### config.mk
export PLATFORM = sky130hd
export DESIGN_NAME = pfr_page_rd
export DESIGN_NICKNAME = d
export VERILOG_FILES = /design/src/rtl/pfr_pkg.sv /design/src/rtl/pfr_timer.sv /design/src/rtl/pfr_addr_gen.sv /design/src/rtl/pfr_cs_dec.sv /design/src/rtl/pfr_page_rd.sv
export SDC_FILE = /design/constraint.sdc
export NUM_CORES = 1
export LEC_CHECK = 0
export ABC_AREA = 1
export BUFFER_PORTS_ARGS = -buffer_cell sky130_fd_sc_hd__buf_2
export CAP_MARGIN = 5
export CORE_UTILIZATION = 49
export DETAILED_ROUTE_END_ITERATION = 10
export GPL_ROUTABILITY_DRIVEN = 0
export PLACE_DENSITY_LB_ADDON = 0.2
export SKIP_CTS_REPAIR_TIMING = 1
export SYNTH_ARGS = -nofsm -noshare
export SYNTH_HDL_FRONTEND = slang
export SYNTH_SLANG_ARGS = --single-unit
### constraint.sdc
create_clock -name clk_i -period 2.1 [get_ports clk_i]
set_input_delay 0.21 -clock clk_i [delete_from_list [all_inputs] [get_ports clk_i]]
set_output_delay 0.21 -clock clk_i [all_outputs]
set_load 0.01 [all_outputs]
### src/rtl/pfr_pkg.sv
package pfr_pkg;
  typedef enum logic [1:0] {
    ST_IDLE  = 2'd0,
    ST_FIRST = 2'd1,
    ST_PAGE  = 2'd2
  } pfr_state_e;
endpackage

### src/rtl/pfr_timer.sv
module pfr_timer #(
  parameter int CNT_W = 5
) (
  input  logic             clk_i,
  input  logic             rst_ni,
  input  logic             load_i,
  input  logic [CNT_W-1:0] load_val_i,
  output logic             expire_o
);
  logic [CNT_W-1:0] cnt_q;

  // zero is clamped to one cycle
  always_ff @(posedge clk_i or negedge rst_ni) begin
    if (!rst_ni)              cnt_q <= '0;
    else if (load_i)          cnt_q <= (load_val_i == '0) ? CNT_W'(1) : load_val_i;
    else if (cnt_q != '0)     cnt_q <= cnt_q - CNT_W'(1);
  end

  assign expire_o = (cnt_q == CNT_W'(1));
endmodule

### src/rtl/pfr_addr_gen.sv
module pfr_addr_gen #(
  parameter int ADDR_W = 10,
  parameter int PAGE_W = 2
) (
  input  logic              clk_i,
  input  logic              rst_ni,
  input  logic              start_i,
  input  logic              step_i,
  input  logic [ADDR_W-1:0] base_i,
  output logic [ADDR_W-1:0] addr_o
);
  logic [ADDR_W-1:0] addr_q;

  // only the in-page word bits advance; they wrap inside the page
  always_ff @(posedge clk_i or negedge rst_ni) begin
    if (!rst_ni)       addr_q <= '0;
    else if (start_i)  addr_q <= base_i;
    else if (step_i)   addr_q <= {addr_q[ADDR_W-1:PAGE_W], addr_q[PAGE_W-1:0] + PAGE_W'(1)};
  end

  assign addr_o = addr_q;
endmodule

### src/rtl/pfr_cs_dec.sv
module pfr_cs_dec #(
  parameter int NUM_CS = 6,
  parameter int SEL_W  = 3
) (
  input  logic              en_i,
  input  logic [SEL_W-1:0]  sel_i,
  output logic [NUM_CS-1:0] cs_no
);
  for (genvar g = 0; g < NUM_CS; g++) begin : g_cs
    assign cs_no[g] = !(en_i && (sel_i == SEL_W'(g)));
  end
endmodule

### src/rtl/pfr_page_rd.sv
module pfr_page_rd #(
  parameter int ADDR_W = 10,
  parameter int DATA_W = 16,
  parameter int NUM_CS = 6,
  parameter int CNT_W  = 5,
  parameter int PAGE_W = 2,
  localparam int SEL_W = $clog2(NUM_CS),
  localparam int BE_W  = DATA_W / 8
) (
  input  logic              clk_i,
  input  logic              rst_ni,
  input  logic              req_valid_i,
  input  logic [ADDR_W-1:0] req_addr_i,
  input  logic [PAGE_W-1:0] req_len_i,
  input  logic [SEL_W-1:0]  req_cs_i,
  input  logic [CNT_W-1:0]  first_cnt_i,
  input  logic [CNT_W-1:0]  page_cnt_i,
  output logic              busy_o,
  output logic              rd_valid_o,
  output logic [DATA_W-1:0] rd_data_o,
  output logic [NUM_CS-1:0] flash_cs_no,
  output logic              flash_oe_no,
  output logic              flash_adv_no,
  output logic [BE_W-1:0]   flash_be_no,
  output logic [ADDR_W-1:0] flash_addr_o,
  input  logic [DATA_W-1:0] flash_data_i
);
  import pfr_pkg::*;

  pfr_state_e        state_q, state_d;
  logic [PAGE_W-1:0] left_q;
  logic [CNT_W-1:0]  page_cnt_q;
  logic [SEL_W-1:0]  sel_q;
  logic              accept, sample, last, expire;
  logic              tmr_load;
  logic [CNT_W-1:0]  tmr_val;

  assign accept = req_valid_i && (state_q == ST_IDLE);
  assign sample = expire && (state_q != ST_IDLE);
  assign last   = sample && (left_q == '0);

  always_comb begin
    state_d = state_q;
    unique case (state_q)
      ST_IDLE:  if (accept) state_d = ST_FIRST;
      ST_FIRST,
      ST_PAGE:  if (sample) state_d = last ? ST_IDLE : ST_PAGE;
      default:  state_d = ST_IDLE;
    endcase
  end

  always_ff @(posedge clk_i or negedge rst_ni) begin
    if (!rst_ni) begin
      state_q    <= ST_IDLE;
      left_q     <= '0;
      page_cnt_q <= '0;
      sel_q      <= '0;
    end else begin
      state_q <= state_d;
      if (accept) begin
        left_q     <= req_len_i;
        page_cnt_q <= page_cnt_i;
        sel_q      <= req_cs_i;
      end else if (sample && !last) begin
        left_q <= left_q - PAGE_W'(1);
      end
    end
  end

  // capture path
  always_ff @(posedge clk_i or negedge rst_ni) begin
    if (!rst_ni) begin
      rd_valid_o <= 1'b0;
      rd_data_o  <= '0;
    end else begin
      rd_valid_o <= sample;
      if (sample) rd_data_o <= flash_data_i;
    end
  end

  assign tmr_load = accept || (sample && !last);
  assign tmr_val  = accept ? first_cnt_i : page_cnt_q;

  pfr_timer #(.CNT_W(CNT_W)) u_timer (
    .clk_i      (clk_i),
    .rst_ni     (rst_ni),
    .load_i     (tmr_load),
    .load_val_i (tmr_val),
    .expire_o   (expire)
  );

  pfr_addr_gen #(.ADDR_W(ADDR_W), .PAGE_W(PAGE_W)) u_addr (
    .clk_i   (clk_i),
    .rst_ni  (rst_ni),
    .start_i (accept),
    .step_i  (sample && !last),
    .base_i  (req_addr_i),
    .addr_o  (flash_addr_o)
  );

  pfr_cs_dec #(.NUM_CS(NUM_CS), .SEL_W(SEL_W)) u_cs (
    .en_i  (busy_o),
    .sel_i (sel_q),
    .cs_no (flash_cs_no)
  );

  assign busy_o       = (state_q != ST_IDLE);
  assign flash_oe_no  = !busy_o;
  assign flash_adv_no = (state_q != ST_FIRST);
  assign flash_be_no  = {BE_W{!busy_o}};
endmodule

==> impl_metrics.yaml, run 1 <==
synth:
  yosys.area.top_type: "dfrtp_1"
  netlist_top_cells_area: "dfrtp_1 50%, nand2_1 21%, ha_1 4.5%"
  yosys_most_used_dff: "dfrtp_1"
  syn_avg_cell_area_sq_um: 8.37
  synth-seq-cells: 44
  synth_nets: 316
  synthCells: 264
  synth-edff-count: 0
  syn_area_sq_um: 2210
  synthTopCellsByCount: "125 x nand2_1, 44 x dfrtp_1, 18 x inv_1, 14 x nand3_1, 11 x nor2_1"
  synth_top_area_share_pct: 49.8
  synth_cell_types: 27
  yosysWarnings: 0
  yosysMostFrequentCell: "nand2_1"
  async_flop_share_pct: 100
  seq_area_frac_synth_pct: 49.8
timing:
  layout_setup_ws_ns: 0.121
  final-max-slew-violation-count: 0
  tightest_slew_ns: 0.418
  fmax_ghz: 0.505
  finalCriticalPeriod_ns: 1.98
  hold_slack_ns: 0.112
  hold_viol: 0
  setup_viol: 0
  slew_headroom_pct: 72.0
  finClkSkew_ns: 0.00426
  min_period_over_period_pct: 94.3
min_path:
  hp-class: "in2reg"
  worstHoldStart: "flash_data_i[10]"
flow_run:
  max-cap-violations: 0
clock_network:
  clkTransAtPathRegs_ns: 0.08
  cts_tree: "built"
  cts_inserted_buffers: 5
  clk_latency_ns: 0.29
  cts-root-buf: "clkbuf_8"
  ctsHtreeMaxLevel: 2
  clock_sinks: 44
  cts_buffer_depth: 2
drt:
  vias: 1886
  ant_nets: 0
  firstDrtPassIters: 4
  viasPerCell: 4.73
  drc: 0
  drt_wl_total_um: 4560
  wl_per_cell_um: 11.4
  drtIter0Drc: 85
placed_design:
  place_ws_ns: 0.105
  dpl-instance-area_sq_um: 2610
  dpl.hpwl_um: 3470
  portBuffers: 81
power:
  p_switching_w: 0.00179
  powerDensity_nw_per_um2: 1510
  leakage_nw: 1.54
  ir_worst_vdd_mv: 0.711
  pwr-share-comb_pct: 49.8
  netSwitchingFraction_pct: 43.4
  p_int_w: 0.00233
  p_seq_share_pct: 37.1
  p_clk_share_pct: 13.0
global_route:
  grt_pass1_vias: 1773
  grt_max_degree: 33
  grt.overflow.total: 0
  grt_pass1_wl_um: 7980
  track_usage_pct: 20.5
  antenna_found_initial: 0
worst_setup_path:
  slowest_delay_ns: 0.38
  r2r-start: "state_q[0]$_DFFE_PN0P_"
  required_ns: 1.89
  worstSetupPathType: "reg2out"
  critPathMaxFanout: 7
  r2r_end: "u_timer.cnt_q[0]$_DFFE_PN0P_"
  path_cells: "inv_1 > ha_1 > buf_4 > nor2_1 > nand3_1 > buf_2"
  worst-r2r-setup-slack_ns: 0.22
  crit_slowest_cell: "dfrtp_1"
  ff2ff_path_depth: 10
  setup.worst_path.end: "flash_cs_no[2]"
  cp_data_arrival_time_ns: 1.77
  cp-startpoint: "state_q[0]$_DFFE_PN0P_"
  worst_setup_path_start_kind: "flop"
  endpoint_kind: "output port"
floorplan:
  die_width_um: 69.2
  rows: 24
  die_area_sq_um: 4780
  die_height_um: 69.2
  io_pins: 82
  fp.coreArea_sq_um: 4350
  start_util_pct: 50.8
finish:
  nNetsFinal: 398
  design_area_sq_um: 2720
  layout-drive-gt1-share_pct: 31.4
  syn_to_final_growth_pct: 23.1
  diodes: 0
outcome:
  status: "completed"
worst max-delay path: cells and delay by family (launching register included):
family | cells | cell delay, ns
AND/OR/NAND/NOR | 2 | 0.33
flip-flops | 1 | 0.38
buffers and inverters | 3 | 0.45
adder cells (fa/ha/maj) | 1 | 0.32
routing by layer:
metal	vias to the layer above	wire length [um]	share of wire, %	track usage (%)
met4	0	59	1.3	7.26
met2	49	2060	45	30.6
met3	6	193	4.2	4.07
met5	-	0	0	0
met1	857	2240	49	29.7
li1	974	-	-	-
cell usage in the layout (no fill, tap or decap), types with 4 or more instances in the layout:
| master | count |
|---|---|
| nand3_1 | 14 |
| nor2_1 | 11 |
| inv_1 | 18 |
| nand2_1 | 125 |
| buf_2 | 81 |
| dfrtp_1 | 44 |
| nand2_2 | 4 |
| ha_1 | 8 |
| o21ai_1 | 4 |
| o21ai_0 | 4 |
| clkbuf_8 | 6 |
logic make-up after synthesis:
group                      after synthesis  share of synthesized area, %
AOI/OAI and AO/OA                       15                          4.30
xor gates and xnor gates                 2                         0.792
buffers and inverters                   30                          7.58
and+or+nand+nor                        165                          33.0
DFF                                     44                          49.8
adders and majority gates                8                          4.53
power groups by stage:
stage	registers (W)	clock network, W	logic [W]
4_1_cts	0.00153	0.000558	0.00207
5_1_grt	0.00158	0.000594	0.00235
6_report	0.00153	0.000537	0.00205
3_5_place_dp	0.00153	0	0.00207
2_1_floorplan	0.00163	0	0.00139
3_3_place_gp	0.00153	0	0.00201
area by class of cell:
class / count / area, sq um
clock buffer: 7 / 86.3
clock inverter: 1 / 7.51
fill: 384 / 1630
inverter: 20 / 82.6
multi-input combinational: 190 / 942
sequential: 44 / 1100
tap: 52 / 65.1
timing repair buffer: 85 / 438
how the worst min path moves through the flow:
stage / to / slack [ns] / cells after the start
2_1_floorplan: left_q[0]$_DFFE_PN0N_ / -0.09 / 0
3_3_place_gp: u_addr.addr_o[1]$_DFFE_PN0N_ / 0.11 / 1
3_5_place_dp: u_addr.addr_o[1]$_DFFE_PN0N_ / 0.12 / 1
4_1_cts: left_q[0]$_DFFE_PN0N_ / -0.20 / 1
5_1_grt: u_addr.addr_o[2]$_DFFE_PN0N_ / 0.10 / 3
6_report: rd_data_o[10]$_DFFE_PN0P_ / 0.11 / 3
sequential cells by signal, summed over array words and instances, names as in the netlist:
register       flops
page_cnt_q         5
u_addr.addr_o     10
rd_valid_o         1
left_q             2
state_q            2
u_timer.cnt_q      5
sel_q              3
rd_data_o         16
through the flow:
step                      util [%]  instances  setup TNS (ns)  total power (W)
after floorplan                  -        264               0          0.00302
after global placement        60.0        390               0          0.00355
after detailed placement      60.0        390               0          0.00360
after CTS                     62.2        398               0          0.00416
after global routing          62.5        399       -0.000540          0.00452
final                         62.5        399               0          0.00412
(Power assumes the default switching activity.)
==> run 2: changes to the inputs <==
--- a/config.mk
+++ b/config.mk
@@ -8,11 +8,14 @@
 export ABC_AREA = 1
 export BUFFER_PORTS_ARGS = -buffer_cell sky130_fd_sc_hd__buf_2
 export CAP_MARGIN = 5
+export CORE_ASPECT_RATIO = 0.75
+export CORE_MARGIN = 4
 export CORE_UTILIZATION = 49
 export DETAILED_ROUTE_END_ITERATION = 10
 export GPL_ROUTABILITY_DRIVEN = 0
 export PLACE_DENSITY_LB_ADDON = 0.2
 export SKIP_CTS_REPAIR_TIMING = 1
+export SLEW_MARGIN = 20
 export SYNTH_ARGS = -nofsm -noshare
 export SYNTH_HDL_FRONTEND = slang
 export SYNTH_SLANG_ARGS = --single-unit
==> run 2 against run 1 <==
The run now ends with negative hold slack left. Power increased by 5.4%. Maximum frequency increased by 5.5%. Final cell count increased by 0.50%. Wire length increased by 11%. Setup slack improved by 0.10 ns. First-iteration DRC count decreased by 12%. Non-clock buffer count unchanged. Critical path depth unchanged. Register-to-register slack improved by 0.17 ns. Critical endpoint unchanged. Largest power group unchanged.
==> impl_metrics.yaml, run 2 (synthesized netlist as in run 1, its figures left out) <==
timing:
  slew_headroom_pct: 63.8
  hold_viol: 35
  rsz0062_at_grt: "no"
  setup_tns_ns: 0
  final-max-slew-violation-count: 0
  fmax_ghz: 0.533
  setup_viol: 0
  min_period_over_period_pct: 89.3
  layout_setup_ws_ns: 0.224
  finalCriticalPeriod_ns: 1.88
  hold_slack_ns: -0.0211
  tightest_slew_ns: 0.543
  finClkSkew_ns: 0.00894
floorplan:
  die_width_um: 85.6
  die_height_um: 66.2
  io_pins: 82
  fp.coreArea_sq_um: 4200
  start_util_pct: 52.6
  rows: 20
  die_area_sq_um: 5660
drt:
  met3_length_um: 329
  drtIter0Drc: 75
  met1_length_um: 2360
  firstDrtPassIters: 4
  wl_met2_um: 2330
  drt_wl_total_um: 5050
  viasPerCell: 4.85
  vias: 1945
  dr.max_layer_used: "met4"
  ant_nets: 0
  drc: 0
  wl_per_cell_um: 12.6
worst_setup_path:
  cp-startpoint: "state_q[0]$_DFFE_PN0P_"
  worstSetupPathType: "reg2out"
  required_ns: 1.89
  cp_data_arrival_time_ns: 1.67
  worst-r2r-setup-slack_ns: 0.39
  setup.worst_path.end: "flash_cs_no[2]"
  worst_setup_path_start_kind: "flop"
  r2r-start: "u_timer.cnt_q[1]$_DFFE_PN0P_"
  endpoint_kind: "output port"
  ff2ff_path_depth: 9
  r2r_end: "state_q[1]$_DFFE_PN0P_"
  critPathMaxFanout: 9
clock_network:
  cts_tree: "built"
  cts_inserted_buffers: 5
  clock_sinks: 44
  cts_buffer_depth: 2
  clkTransAtPathRegs_ns: 0.08
  ctsHtreeMaxLevel: 2
  clk_latency_ns: 0.29
  cts-root-buf: "clkbuf_8"
finish:
  diodes: 0
  regMostFlops: "rd_data_o"
  design_area_sq_um: 2750
  largest_reg_flops: 16
  most-common-layout-cells: "125 x nand2_1, 81 x buf_2, 44 x dfrtp_1"
  nNetsFinal: 398
  syn_to_final_growth_pct: 24.6
  layout-drive-gt1-share_pct: 31.8
  final_common_cell: "nand2_1"
outcome:
  status: "finished with violations"
  violations: "negative hold slack"
min_path:
  hp-class: "in2async"
global_route:
  track_usage_pct: 19.4
  antenna_found_initial: 0
  grt_max_degree: 45
  grt_pass1_wl_um: 8580
  grt_pass1_vias: 1869
  grt.overflow.total: 0
placed_design:
  portBuffers: 81
  dpl-instance-area_sq_um: 2630
  place_ws_ns: 0.397
  dpl.hpwl_um: 3880
power:
  powerDensity_nw_per_um2: 1580
  leakage_nw: 1.56
  ir_worst_vdd_mv: 0.778
flow_run:
  max-cap-violations: 0
## run 2: cell type report
type | count | area (sq um)
clock buffer | 5 | 68.8
clock inverter | 2 | 60.1
fill | 401 | 1450
inverter | 20 | 77.6
multi-input combinational | 190 | 942
sequential | 44 | 1100
tap | 55 | 68.8
timing repair buffer | 85 | 435
## run 2: through the flow
step                hold WS, ns  instances  power (W)  utilization (%)
floorplan               -0.0856        264    0.00302                -
global placement          0.322        394    0.00358             62.4
detailed placement        0.323        394    0.00364             62.4
CTS                     0.00160        401    0.00439             65.5
global route             0.0305        401    0.00478             65.5
finish                  -0.0211        401    0.00434             65.5
## run 2: worst min path at each step
stage | end | cells past startpoint
2_1_floorplan | left_q[0]$_DFFE_PN0N_ | 0
3_3_place_gp | u_timer.cnt_q[2]$_DFFE_PN0P_ | 2
3_5_place_dp | u_timer.cnt_q[3]$_DFFE_PN0P_ | 2
4_1_cts | u_timer.cnt_q[2]$_DFFE_PN0P_ | 2
5_1_grt | u_addr.addr_o[1]$_DFFE_PN0N_ | 2
6_report | u_timer.cnt_q[2]$_DFFE_PN0P_ | 2
## run 2: power by group
group / internal (W) / switching [W] / total, W
clock: 0.000468 / 0.000271 / 0.000739
combinational: 0.000805 / 0.00126 / 0.00207
sequential: 0.00127 / 0.000271 / 0.00154
total: 0.00254 / 0.00180 / 0.00434
## run 2: per-layer routing
metal,GRT usage (%),up-vias
met1,26.5,911
li1,-,976
met4,4.74,0
met5,0,-
met3,5.35,2
met2,30.6,56
## run 2: critical path, stage by stage, from the launching register on
cell and delay (ns):
dfrtp_1 0.38, inv_1 0.08, ha_1 0.26, buf_4 0.19
nor2_1 0.21, nand3_1 0.11, buf_2 0.16
